$ cat src/rtl/clkctl_pkg.sv
package clkctl_pkg;
   localparam int REG_W     = 8;
   localparam int B_STOP    = 0;
   localparam int B_PINOSC  = 3;
   localparam int B_LSO     = 4;
   localparam int B_DRV     = 5;
   localparam int B_DIV_LO  = 6;
   localparam int B_DIV_HI  = 7;
   localparam logic [REG_W-1:0] RESET_VAL = 8'h20;
   localparam int MAX_RATIO = 16;
   localparam int RATIO_W   = $clog2(MAX_RATIO) + 1;
   localparam int CNT_W     = $clog2(MAX_RATIO);

   function automatic logic [RATIO_W-1:0] ratio_of(input logic [1:0] code);
      case (code)
         2'b00:   ratio_of = RATIO_W'(1);
         2'b01:   ratio_of = RATIO_W'(2);
         2'b10:   ratio_of = RATIO_W'(4);
         default: ratio_of = RATIO_W'(16);
      endcase
   endfunction
endpackage

$ cat src/rtl/clkctl_fields.sv
module clkctl_fields
   import clkctl_pkg::*;
(
   input  logic             clk,
   input  logic             rst_n,
   input  logic             bus_we,
   input  logic [REG_W-1:0] bus_wdata,
   input  logic             wr_unlock,
   input  logic             osc_sel_onchip,
   input  logic             csp_mode,
   output logic             stop_q,
   output logic             pin_q,
   output logic             lso_q,
   output logic             drv_q,
   output logic [1:0]       div_q
);
   logic       wr_ok, wr_free;
   logic       osc_q;
   logic       stop_d, pin_d, lso_d, drv_d;
   logic [1:0] div_d;

   assign wr_ok   = bus_we & wr_unlock;
   assign wr_free = wr_ok & ~csp_mode;

   always_comb begin
      stop_d = stop_q;
      pin_d  = pin_q;
      drv_d  = drv_q;
      div_d  = div_q;
      lso_d  = lso_q;
      if (wr_ok) begin
         pin_d = bus_wdata[B_PINOSC];
         drv_d = bus_wdata[B_DRV];
         div_d = bus_wdata[B_DIV_HI:B_DIV_LO];
      end
      if (wr_free) begin
         stop_d = bus_wdata[B_STOP];
         if (bus_wdata[B_STOP]) drv_d = 1'b1;
      end
      if (osc_sel_onchip != osc_q)
         lso_d = ~osc_sel_onchip;
      else if (wr_free)
         lso_d = osc_sel_onchip ? 1'b0 : bus_wdata[B_LSO];
   end

   always_ff @(posedge clk) begin
      if (!rst_n) begin
         stop_q <= RESET_VAL[B_STOP];
         pin_q  <= RESET_VAL[B_PINOSC];
         lso_q  <= RESET_VAL[B_LSO];
         drv_q  <= RESET_VAL[B_DRV];
         div_q  <= RESET_VAL[B_DIV_HI:B_DIV_LO];
         osc_q  <= 1'b0;
      end else begin
         stop_q <= stop_d;
         pin_q  <= pin_d;
         lso_q  <= lso_d;
         drv_q  <= drv_d;
         div_q  <= div_d;
         osc_q  <= osc_sel_onchip;
      end
   end

   assert_locked_hold_R2: assert property (@(posedge clk) disable iff (!rst_n)
      !(bus_we && wr_unlock) |=> $stable({div_q, pin_q}));
   assert_onchip_lso_R6: assert property (@(posedge clk) disable iff (!rst_n)
      (osc_sel_onchip && $past(osc_sel_onchip)) |-> !lso_q);
   assert_csp_freeze_R7: assert property (@(posedge clk) disable iff (!rst_n)
      csp_mode |=> $stable(stop_q));
   assert_stop_drive_R8: assert property (@(posedge clk) disable iff (!rst_n)
      $rose(stop_q) |-> drv_q);
endmodule

$ cat src/rtl/clkctl_div.sv
module clkctl_div
   import clkctl_pkg::*;
#(
   parameter int OVR_RATIO = 8
) (
   input  logic       clk,
   input  logic       rst_n,
   input  logic [1:0] div_code,
   input  logic       div_override,
   output logic       tick
);
   localparam logic [RATIO_W-1:0] OVR_R = RATIO_W'(OVR_RATIO);

   initial begin
      assert (OVR_RATIO >= 1 && OVR_RATIO <= MAX_RATIO)
         else $error("OVR_RATIO out of range");
   end

   logic [RATIO_W-1:0] ratio_now;
   logic [CNT_W-1:0]   cnt;

   assign ratio_now = div_override ? OVR_R : ratio_of(div_code);
   assign tick      = (cnt == '0);

   always_ff @(posedge clk) begin
      if (!rst_n)     cnt <= '0;
      else if (tick)  cnt <= CNT_W'(ratio_now - 1'b1);
      else            cnt <= cnt - 1'b1;
   end

   assert_no_double_R3: assert property (@(posedge clk) disable iff (!rst_n)
      (tick && ratio_now > 1) |=> !tick);
   assert_override_gap_R4: assert property (@(posedge clk) disable iff (!rst_n)
      (tick && div_override && OVR_RATIO > 1) |=> !tick);
endmodule

$ cat src/rtl/clkctl_reg.sv
module clkctl_reg
   import clkctl_pkg::*;
#(
   parameter int OVR_RATIO = 8
) (
   input  logic             clk,
   input  logic             rst_n,
   input  logic             bus_we,
   input  logic [REG_W-1:0] bus_wdata,
   input  logic             wr_unlock,
   input  logic             osc_sel_onchip,
   input  logic             div_override,
   input  logic             csp_mode,
   input  logic             main_stop,
   output logic [REG_W-1:0] reg_rdata,
   output logic             stop_all,
   output logic             pin_osc_mode,
   output logic             lso_stop,
   output logic             drive_high,
   output logic [1:0]       div_sel,
   output logic             sysclk_en,
   output logic             pin_out_high,
   output logic             pin_input_mode
);
   clkctl_fields u_fields (
      .clk(clk), .rst_n(rst_n), .bus_we(bus_we), .bus_wdata(bus_wdata),
      .wr_unlock(wr_unlock), .osc_sel_onchip(osc_sel_onchip), .csp_mode(csp_mode),
      .stop_q(stop_all), .pin_q(pin_osc_mode), .lso_q(lso_stop),
      .drv_q(drive_high), .div_q(div_sel)
   );

   clkctl_div #(.OVR_RATIO(OVR_RATIO)) u_div (
      .clk(clk), .rst_n(rst_n), .div_code(div_sel),
      .div_override(div_override), .tick(sysclk_en)
   );

   always_comb begin
      reg_rdata                   = '0;
      reg_rdata[B_STOP]           = stop_all;
      reg_rdata[B_PINOSC]         = pin_osc_mode;
      reg_rdata[B_LSO]            = lso_stop;
      reg_rdata[B_DRV]            = drive_high;
      reg_rdata[B_DIV_HI:B_DIV_LO] = div_sel;
   end

   assign pin_out_high   = pin_osc_mode & (stop_all | main_stop);
   assign pin_input_mode = ~pin_osc_mode;

   assert_pin_quiet_R9: assert property (@(posedge clk) disable iff (!rst_n)
      pin_input_mode |-> !pin_out_high);
   assert_reserved_zero_R10: assert property (@(posedge clk) disable iff (!rst_n)
      (bus_we && wr_unlock) |=> (reg_rdata[2:1] == 2'b00));
endmodule

$ cat config.mk
export PLATFORM = sky130hd
export DESIGN_NAME = clkctl_reg
export DESIGN_NICKNAME = d
export VERILOG_FILES = /design/src/rtl/clkctl_pkg.sv /design/src/rtl/clkctl_fields.sv /design/src/rtl/clkctl_div.sv /design/src/rtl/clkctl_reg.sv
export SDC_FILE = /design/constraint.sdc
export NUM_CORES = 1
export LEC_CHECK = 0
export ABC_AREA = 1
export ABC_CLOCK_PERIOD_IN_PS = 2250
export BUFFER_PORTS_ARGS = -buffer_cell sky130_fd_sc_hd__buf_2
export CAP_MARGIN = 5
export CORE_MARGIN = 4
export CORE_UTILIZATION = 35
export CTS_CLUSTER_DIAMETER = 120
export DETAILED_ROUTE_END_ITERATION = 12
export PLACE_DENSITY = 0.69
export SLEW_MARGIN = 20
export SYNTH_ARGS = -nofsm -noshare
export SYNTH_HDL_FRONTEND = slang
export SYNTH_HIERARCHICAL = 1
export SYNTH_SLANG_ARGS = --single-unit
$ cat constraint.sdc
create_clock -name clk -period 2.25 [get_ports clk]
set_input_delay 0.5625 -clock clk [delete_from_list [all_inputs] [get_ports clk]]
set_output_delay 0.5625 -clock clk [all_outputs]
set_load 0.01 [all_outputs]
**After elaboration in Yosys (flattened, before gate mapping)**

Cells that the tools add are included.

- Input port bits: 16
- Register bits after elaboration: 11
- Output and inout bits: 17
- Word-level logic and storage cells: 31

- Bitwise logic cells: 7
- Mux-type cells: 9
- Eq/ne operators: 3
- Add/subtract/negate cells: 2
- Reduce and logical (&&, ||, !) cells: 3

Operator list:

| kind | number |
|---|---|
| 3-bit case mux with 3 select lines | 1 |
| 4-bit 2-to-1 mux | 2 |
| 4-bit by 1-bit subtractor with 4-bit output, second input constant | 2 |
| 1-bit 2-to-1 mux | 6 |
| 4-bit zero test | 1 |
| 1-bit AND | 3 |
| 1-bit inverter | 3 |
| 2-bit by 1-bit equality test with 1-bit output, second input constant | 1 |
| 2-bit equality test, second input constant | 1 |
| 2-bit zero test | 1 |
| 2-bit nonzero test | 1 |
| 1-bit inequality test | 1 |
| 1-bit OR | 1 |

**Depth between registers and ports, before layout**

Gate-level depths: netlist of run 1.

- Depth after elaboration: 5
- Depth in mapped cells: 8
- Depth with buffers taken out: 8

**Modules after synthesis**

Netlist of run 1, hierarchy kept.

By module, submodules not included:

| module | area each (sq um) | seq. area each (sq um) | instances | cells each |
|---|---|---|---|---|
| clkctl_fields | 307.8 | 140.1 | 1 | 40 |
| clkctl_div | 225.2 | 80.1 | 1 | 36 |
| clkctl_reg | 75.1 | 0.0 | 1 | 12 |

**Worst setup path before layout of run 1**

No wires, ideal clock.

- Path type: input to register
- Start: input div_override
- End: register u_div.cnt[2]
- Data arrival time: 1.261 ns
- Data required time: 2.180 ns
- Stages: 8
- Slack: 0.919 ns
- Library setup time: 0.070 ns
- Path buffers: 0
- Path through: nor2_1 > nand2_1 > nand3_1 > nand2_1 > ha_1 > inv_1 > o21ai_0 > a21oi_1

- Longest elaborated chain between the ends: 3

Ends and longest elaborated chain:

| element | RTL line | RTL |
|---|---|---|
| start: declaration | clkctl_reg.sv:12 | `input logic div_override,` |
| 4-bit 2-to-1 mux | clkctl_div.sv:22 | `assign ratio_now = div_override ? OVR_R : ratio_of(div_code);` |
| 4-bit by 1-bit subtractor with 4-bit output | clkctl_div.sv:27 | `else if (tick) cnt <= CNT_W'(ratio_now - 1'b1);` |
| 4-bit 2-to-1 mux | clkctl_div.sv:27 |  |
| end signal: assignment | clkctl_div.sv:27 |  |
| end signal: assignment | clkctl_div.sv:28 | `else cnt <= cnt - 1'b1;` |
| end: declaration | clkctl_div.sv:20 | `logic [CNT_W-1:0] cnt;` |

Every way passes these cells.
A chain may end at the register's enable or synchronous reset.

**Final worst setup path of run 1**

- Start: register u_div.cnt[1]
- End: output sysclk_en

- Longest elaborated chain between the ends: 1

Ends and longest elaborated chain:

| element | RTL line | RTL |
|---|---|---|
| 4-bit zero test | clkctl_div.sv:23 | `assign tick = (cnt == '0);` |
| end: declaration | clkctl_reg.sv:21 | `output logic sysclk_en,` |

Every way passes these cells.

==> flow_metrics.env, run 1 <==
export IMPL_wirelength_um=1170
export IMPL_ys_seq_elements=11
export IMPL_synthAdderAreaFrac_pct=2.06
export IMPL_swShare_pct=37.2
export IMPL_avgSynthCellArea_um2=6.91
export IMPL_skew_ns=0.00225
export IMPL_clk_pin_slew_ns=0.07
export IMPL_critPathArrivalTime_ns=1.02
export IMPL_status="completed"
export IMPL_finalHoldViolations=0
export IMPL_cts_buffers=3
export IMPL_cp_num_buf_inv=2
export IMPL_cts_hold_buf=0
export IMPL_layout_common_cells="buf_2, nor2_1, nand2_1"
export IMPL_grt_pass1_vias=504
export IMPL_vias=583
export IMPL_num_rows=14
export IMPL_max_freq_mhz=631
export IMPL_critPathSlowestCell="dfxtp_1"
export IMPL_seqPwrFrac_pct=39.5
export IMPL_tns_ns=0
export IMPL_p_per_area_nw_per_um2=876
export IMPL_drv_cap=0
export IMPL_synth_xor_xnor_area_share_pct=0
export IMPL_grt_first_pass_wirelength_um=2080
export IMPL_core_um2=1580
export IMPL_ant_nets=0
export IMPL_syn_inst=88
export IMPL_hold_class="register to register"
export IMPL_intPower_mw=0.406
export IMPL_die_h_um=49.7
export IMPL_num_antenna_cells=0
export IMPL_synth_seq_area_share_pct=36.2
export IMPL_via_per_inst=4.52
export IMPL_antenna_found_initial=0
export IMPL_synth_compound_area_share_pct=8.85
export IMPL_ctsResizeCount=0
export IMPL_yosysUniqueCellTypes=19
export IMPL_dieArea_um2=2470
export IMPL_use_met3_pct=4.52
export IMPL_drive_gt1_share_pct=36.3
export IMPL_clockRootBuffer="clkbuf_4"
export IMPL_min_period_ns=1.58
export IMPL_path_cells="nor2_1 > nand2_2 > inv_1 > buf_2"
export IMPL_yosys_area_share_simple_pct=32.9
export IMPL_yosys_warnings=6
export IMPL_synth_top_family_by_area="simple AND/OR/NAND/NOR gates"
export IMPL_cp_end_kind="output port"
export IMPL_io_buffers=28
export IMPL_cts_setup_buffers=0
export IMPL_rsz0062_at_grt="no"
export IMPL_io_pins=33
export IMPL_wl_per_cell_um=9.04
export IMPL_slowest_delay_ns=0.32
export IMPL_use_met1_pct=13.0
export IMPL_slew_viol_final=0
export IMPL_path_class="register to output port"
export IMPL_nets=131
export IMPL_cts_path_max_buffers=2
export IMPL_netlist_area_um2=608
export IMPL_cp_max_fo=5
export IMPL_cts_sinks=11
export IMPL_hpwl_um=944
export IMPL_grt_met2_usage_pct=17.0
export IMPL_cp_required_ns=1.69
export IMPL_min_period_over_period_pct=70.4
export IMPL_worstSkewPairLatency_ns=0.26
export IMPL_comb_power_share_pct=40.0
export IMPL_gp_congestion=0.705
export IMPL_ir_drop_mv=0.502
export IMPL_cts_tree="yes"
export IMPL_cp_start_kind="register"
export IMPL_synthMuxAreaShare_pct=0
export IMPL_holdWs_ns=0.516
export IMPL_top_usage_layer="met2"
export IMPL_switching_power_mw=0.241
export IMPL_syn_to_final_growth_pct=21.4
export IMPL_drt_iter0_drc=13
export IMPL_start_util_pct=38.6
export IMPL_drc=0
export IMPL_overflow=0
export IMPL_final_common_cell="buf_2"
export IMPL_dieWidth_um=49.7
export IMPL_drtPass1Iterations=4
export IMPL_grt_total_usage_pct=10.8
export IMPL_htree_levels=1
export IMPL_cp_top_family="flip-flops"
export IMPL_p_clk_share_pct=20.6
export IMPL_p_leak_nw=0.409
export IMPL_grt_max_degree=11
export IMPL_setup_viol=0
area by class of cell:
type                            instances  area (um2)
Fill cell                             165         838
Multi-Input combinational cell         56         274
Sequential cell                        11         220
Timing Repair Buffer                   28         140
Inverter                               14        57.6
Clock buffer                            4        26.3
Tap cell                               16        20.0
synthesized netlist by cell type:
master / number / share of area (%)
nand3_1: 3 / 2.5
dfxtp_1: 11 / 36
conb_1: 1 / 0.62
buf_4: 8 / 9.9
nand4_1: 1 / 1.0
o21ai_1: 3 / 2.5
clkinv_4: 1 / 1.4
nand2_1: 13 / 8.0
nand3_2: 3 / 4.9
ha_1: 1 / 2.1
nor2_1: 20 / 12
a21oi_1: 3 / 2.5
o21ai_0: 1 / 0.82
inv_2: 1 / 0.62
nand2_2: 3 / 3.1
inv_1: 12 / 7.4
o21bai_1: 1 / 1.2
nor2_2: 1 / 1.0
a21boi_2: 1 / 1.9
sequential cells by signal, summed over array words and instances (netlist names):
signal	flops
u_div/cnt	4
u_fields/div_q	2
u_fields/drv_q	1
u_fields/lso_q	1
u_fields/osc_q	1
u_fields/pin_q	1
u_fields/stop_q	1
power by group through the flow:
stage / Sequential (mW) / Clock (mW) / Combinational [mW]
6_report: 0.255 / 0.133 / 0.259
5_1_grt: 0.261 / 0.150 / 0.310
4_1_cts: 0.256 / 0.139 / 0.262
3_5_place_dp: 0.261 / 0 / 0.261
3_3_place_gp: 0.259 / 0 / 0.254
2_1_floorplan: 0.259 / 0 / 0.202
worst register-to-register path, stage by stage (launching register included):
cell and delay [ns]:
dfxtp_1 0.32, nor2_1 0.16, nand2_2 0.11, nand2_1 0.09, nand2_1 0.07, ha_1 0.20
inv_1 0.06, o21ai_0 0.08, a21oi_1 0.11
layer usage:
metal / vias up / share of wire, %
met2: 23 / 45
met4: 0 / 0.77
met3: 2 / 8.5
li1: 311 / -
met1: 247 / 46
met5: - / 0
logic make-up (layout without fill, tap and decap cells):
| logic type | after synthesis | count (layout) |
|---|---|---|
| AOI/OAI and AO/OA | 9 | 9 |
| adders and majority gates | 1 | 1 |
| buffers and inverters | 22 | 46 |
| DFF | 11 | 11 |
| other | 1 | 2 |
| and+or+nand+nor | 44 | 44 |
final timing paths:
kind	start	endpoint	slack, ns	depth (start not counted)
max	u_div/cnt[1]$_SDFF_PN0_	sysclk_en	0.67	4
min	u_fields/stop_q$_SDFFE_PN0P_	u_fields/stop_q$_SDFFE_PN0P_	0.52	2
min reg2reg	u_fields/stop_q$_SDFFE_PN0P_	u_fields/stop_q$_SDFFE_PN0P_	0.52	2
max reg2reg	u_div/cnt[1]$_SDFF_PN0_	u_div/cnt[2]$_SDFF_PN0_	1.00	8
metrics by stage:
stage	utilization, %	instance area (um2)	setup slack (ns)	std cells	power (mW)
6_report	46.8	738	0.666	129	0.647
4_1_cts	46.8	738	0.651	129	0.656
3_3_place_gp	45.2	712	0.755	125	0.513
5_1_grt	46.8	738	0.530	129	0.721
3_5_place_dp	45.2	712	0.699	125	0.522
2_1_floorplan	-	612	0.919	89	0.462
No activity file was read; power rests on OpenSTA's default activity.
==> inputs of run 2 (changes only) <==
ABC_AREA = 0   (was 1)
ABC_CLOCK_PERIOD_IN_PS = 1650   (was 2250)
PLACE_DENSITY = 0.71   (was 0.69)
clock period = 1.65 ns   (was 2.25 ns; I/O delays follow)
==> run 2 against run 1 <==
  * Sequential power up 41%
  * Die area down 7.6%
  * Critical path depth decreased by 1
  * Sequential cell count did not move
  * Sequential share of layout area up 2.0 points
  * Register-to-register slack got worse by 0.81 ns
  * Clock-buffer cell count did not move
  * Setup slack got worse by 0.60 ns
  * Highest routed layer is now met3
  * Synthesized area shrank 9.1%
  * Largest cell class unchanged
  * Worst hold slack worse by 0.13 ns
  * Wire length down 6.9%
==> flow_metrics.env, run 2 <==
export IMPL_synth_seq_area_share_pct=39.8
export IMPL_synth_area_top_cells="dfxtp_1, buf_4, nand2_1, nor4_4, a21oi_1"
export IMPL_critPathSlowestCell="dfxtp_2"
export IMPL_holdPathStages=3
export IMPL_drc=0
export IMPL_dieWidth_um=47.8
export IMPL_tns_ns=0
export IMPL_netlist_area_um2=553
export IMPL_min_period_over_period_pct=95.9
export IMPL_slowest_delay_ns=0.34
export IMPL_slew_viol_final=0
export IMPL_post_place_ws_ns=0.246
export IMPL_setup_viol=0
export IMPL_ys_seq_elements=11
export IMPL_finalHoldViolations=0
export IMPL_grt_pass1_vias=399
export IMPL_synth_flop_cell="dfxtp_1"
export IMPL_rsz0062_at_grt="no"
export IMPL_wirelength_um=1090
export IMPL_grt_max_degree=9
export IMPL_avgSynthCellArea_um2=8.92
export IMPL_antenna_found_initial=0
export IMPL_via_per_inst=4.73
export IMPL_path_depth=3
export IMPL_synth_most_common_cell="dfxtp_1"
export IMPL_min_to="u_fields/pin_q$_SDFFE_PN0P_"
export IMPL_htree_levels=1
export IMPL_yosysUniqueCellTypes=28
export IMPL_hold_class="input port to register"
export IMPL_synth_edf_count=0
export IMPL_grt_first_pass_wirelength_um=1610
export IMPL_drv_cap=0
export IMPL_skew_ns=0.00277
export IMPL_yosysTopAreaCellShare_pct=39.8
export IMPL_ant_nets=0
export IMPL_cts_tree="yes"
export IMPL_start_util_pct=36.7
export IMPL_cp_required_ns=1.24
export IMPL_synth_largest_area_cell="dfxtp_1"
export IMPL_critPathArrivalTime_ns=1.17
export IMPL_cts_path_max_buffers=2
export IMPL_cp_top_family="flip-flops"
export IMPL_clk_pin_slew_ns=0.07
export IMPL_path_class="register to output port"
export IMPL_drt_iter0_drc=9
export IMPL_cts_buffers=3
export IMPL_drive_gt1_share_pct=43.8
export IMPL_min_period_ns=1.58
export IMPL_regMostFlops="u_div/cnt"
export IMPL_gp_congestion=0.783
export IMPL_die_h_um=47.8
export IMPL_io_buffers=28
export IMPL_cp_start_kind="register"
export IMPL_largest_register_ffs=4
export IMPL_cp_num_buf_inv=2
export IMPL_io_pins=33
export IMPL_status="completed"
export IMPL_reg2reg_slack_ns=0.19
export IMPL_drtPass1Iterations=2
export IMPL_r2r_end="u_div/cnt[2]$_SDFF_PN0_"
export IMPL_synthTopCellsByCount="dfxtp_1, buf_4, nand2_1, a21oi_1, inv_1"
export IMPL_nets=107
export IMPL_num_antenna_cells=0
export IMPL_largestRegisters="u_div/cnt (4), u_fields/div_q (2)"
export IMPL_yosys_warnings=6
export IMPL_num_rows=14
export IMPL_vias=497
export IMPL_grt_total_usage_pct=10.4
export IMPL_worstSkewPairLatency_ns=0.27
export IMPL_final_setup_worst_slack_ns=0.0674
export IMPL_reg2reg_from="u_div/cnt[1]$_SDFF_PN0_"
export IMPL_cts_sinks=11
export IMPL_overflow=0
export IMPL_clockRootBuffer="clkbuf_4"
export IMPL_final_common_cell="buf_2"
export IMPL_wl_per_cell_um=10.3
export IMPL_dieArea_um2=2280
export IMPL_syn_inst=62
export IMPL_core_um2=1510
export IMPL_p_leak_nw=0.342
export IMPL_worstHoldStart="bus_wdata[3]"
export IMPL_path_cells="nor4_4 > buf_4 > buf_2"
export IMPL_ir_drop_mv=0.739
export IMPL_cp_max_fo=3
export IMPL_cp_startpoint="u_div/cnt[1]$_SDFF_PN0_"
export IMPL_layout_common_cells="buf_2, dfxtp_1, nand2_1"
export IMPL_cp_end_kind="output port"
export IMPL_p_per_area_nw_per_um2=1150
export IMPL_ys_async_sr_fraction_pct=0
export IMPL_max_freq_mhz=632
export IMPL_syn_to_final_growth_pct=26.7
export IMPL_rr_worst_depth=7
-- run 2: cell types whose count changed in the layout (fill, tap and decap cells not counted), sizes merged, moves of 3 or more --
cell	delta
nand3	-3
nor2	-18
o21ai	-3
nand2	-9
inv	-9
-- run 2: worst max-delay path by stage --
| stage | end | slack (ns) |
|---|---|---|
| floorplan | u_div/cnt[2]$_SDFF_PN0_ | 0.12 |
| global placement | u_div/cnt[2]$_SDFF_PN0_ | 0.27 |
| detailed placement | u_div/cnt[2]$_SDFF_PN0_ | 0.25 |
| CTS | sysclk_en | 0.03 |
| global route | sysclk_en | 0.002 |
| finish | sysclk_en | 0.07 |
-- run 2: worst min-delay path, delay by kind of cell --
family	cells	cell delay, ns
simple gates	1	0.05
buf+inv	1	0.10
compound gates	1	0.05
-- run 2: stage by stage --
stage               hold slack (ns)  util, %  area, um2  total power, mW  cells
floorplan                     0.443        -        557            0.519     63
global placement              0.453     44.1        664            0.599    100
global route                  0.383     46.5        701            0.870    105
detailed placement            0.466     44.1        664            0.605    100
finish                        0.390     46.5        701            0.807    105
CTS                           0.378     45.8        691            0.794    104
-- run 2: report_power, final --
part | switching [mW] | total [mW] | internal [mW]
clock network | 0.0898 | 0.183 | 0.0936
logic | 0.116 | 0.265 | 0.149
registers | 0.0495 | 0.359 | 0.309
total | 0.255 | 0.807 | 0.552
-- run 2: cells by family (layout without fill, tap and decap cells) --
group | Yosys count | count (layout) | synth area share [%]
AO/OA/AOI/OAI | 14 | 14 | 16.7
adder cells (fa/ha/maj) | 1 | 1 | 2.26
buffers and inverters | 12 | 38 | 13.6
flip-flops | 11 | 11 | 39.8
multiplexers | 1 | 1 | 1.81
other | 1 | 2 | 0.678
AND/OR/NAND/NOR | 22 | 22 | 25.1
-- run 2: layout make-up --
type                            instances  area (um2)
Fill cell                             142         806
Multi-Input combinational cell         40         262
Tap cell                               16        20.0
Clock buffer                            4        26.3
Sequential cell                        11         223
Timing Repair Buffer                   30         155
Inverter                                4        15.0
-- run 2: what timing repair did --
action                     CTS  global route
setup endpoints to repair    0             1
hold buffers                 0             0
gates resized for setup      0             2
buffers inserted             0             1
-- run 2: per-layer routing --
layer / part of all wire (%) / vias to the layer above / track usage [%]
met3: 14 / 0 / 6.77
met5: 0 / - / 0
met4: 0 / 0 / 3.23
li1: - / 260 / -
met2: 42 / 27 / 13.7
met1: 45 / 210 / 13.7
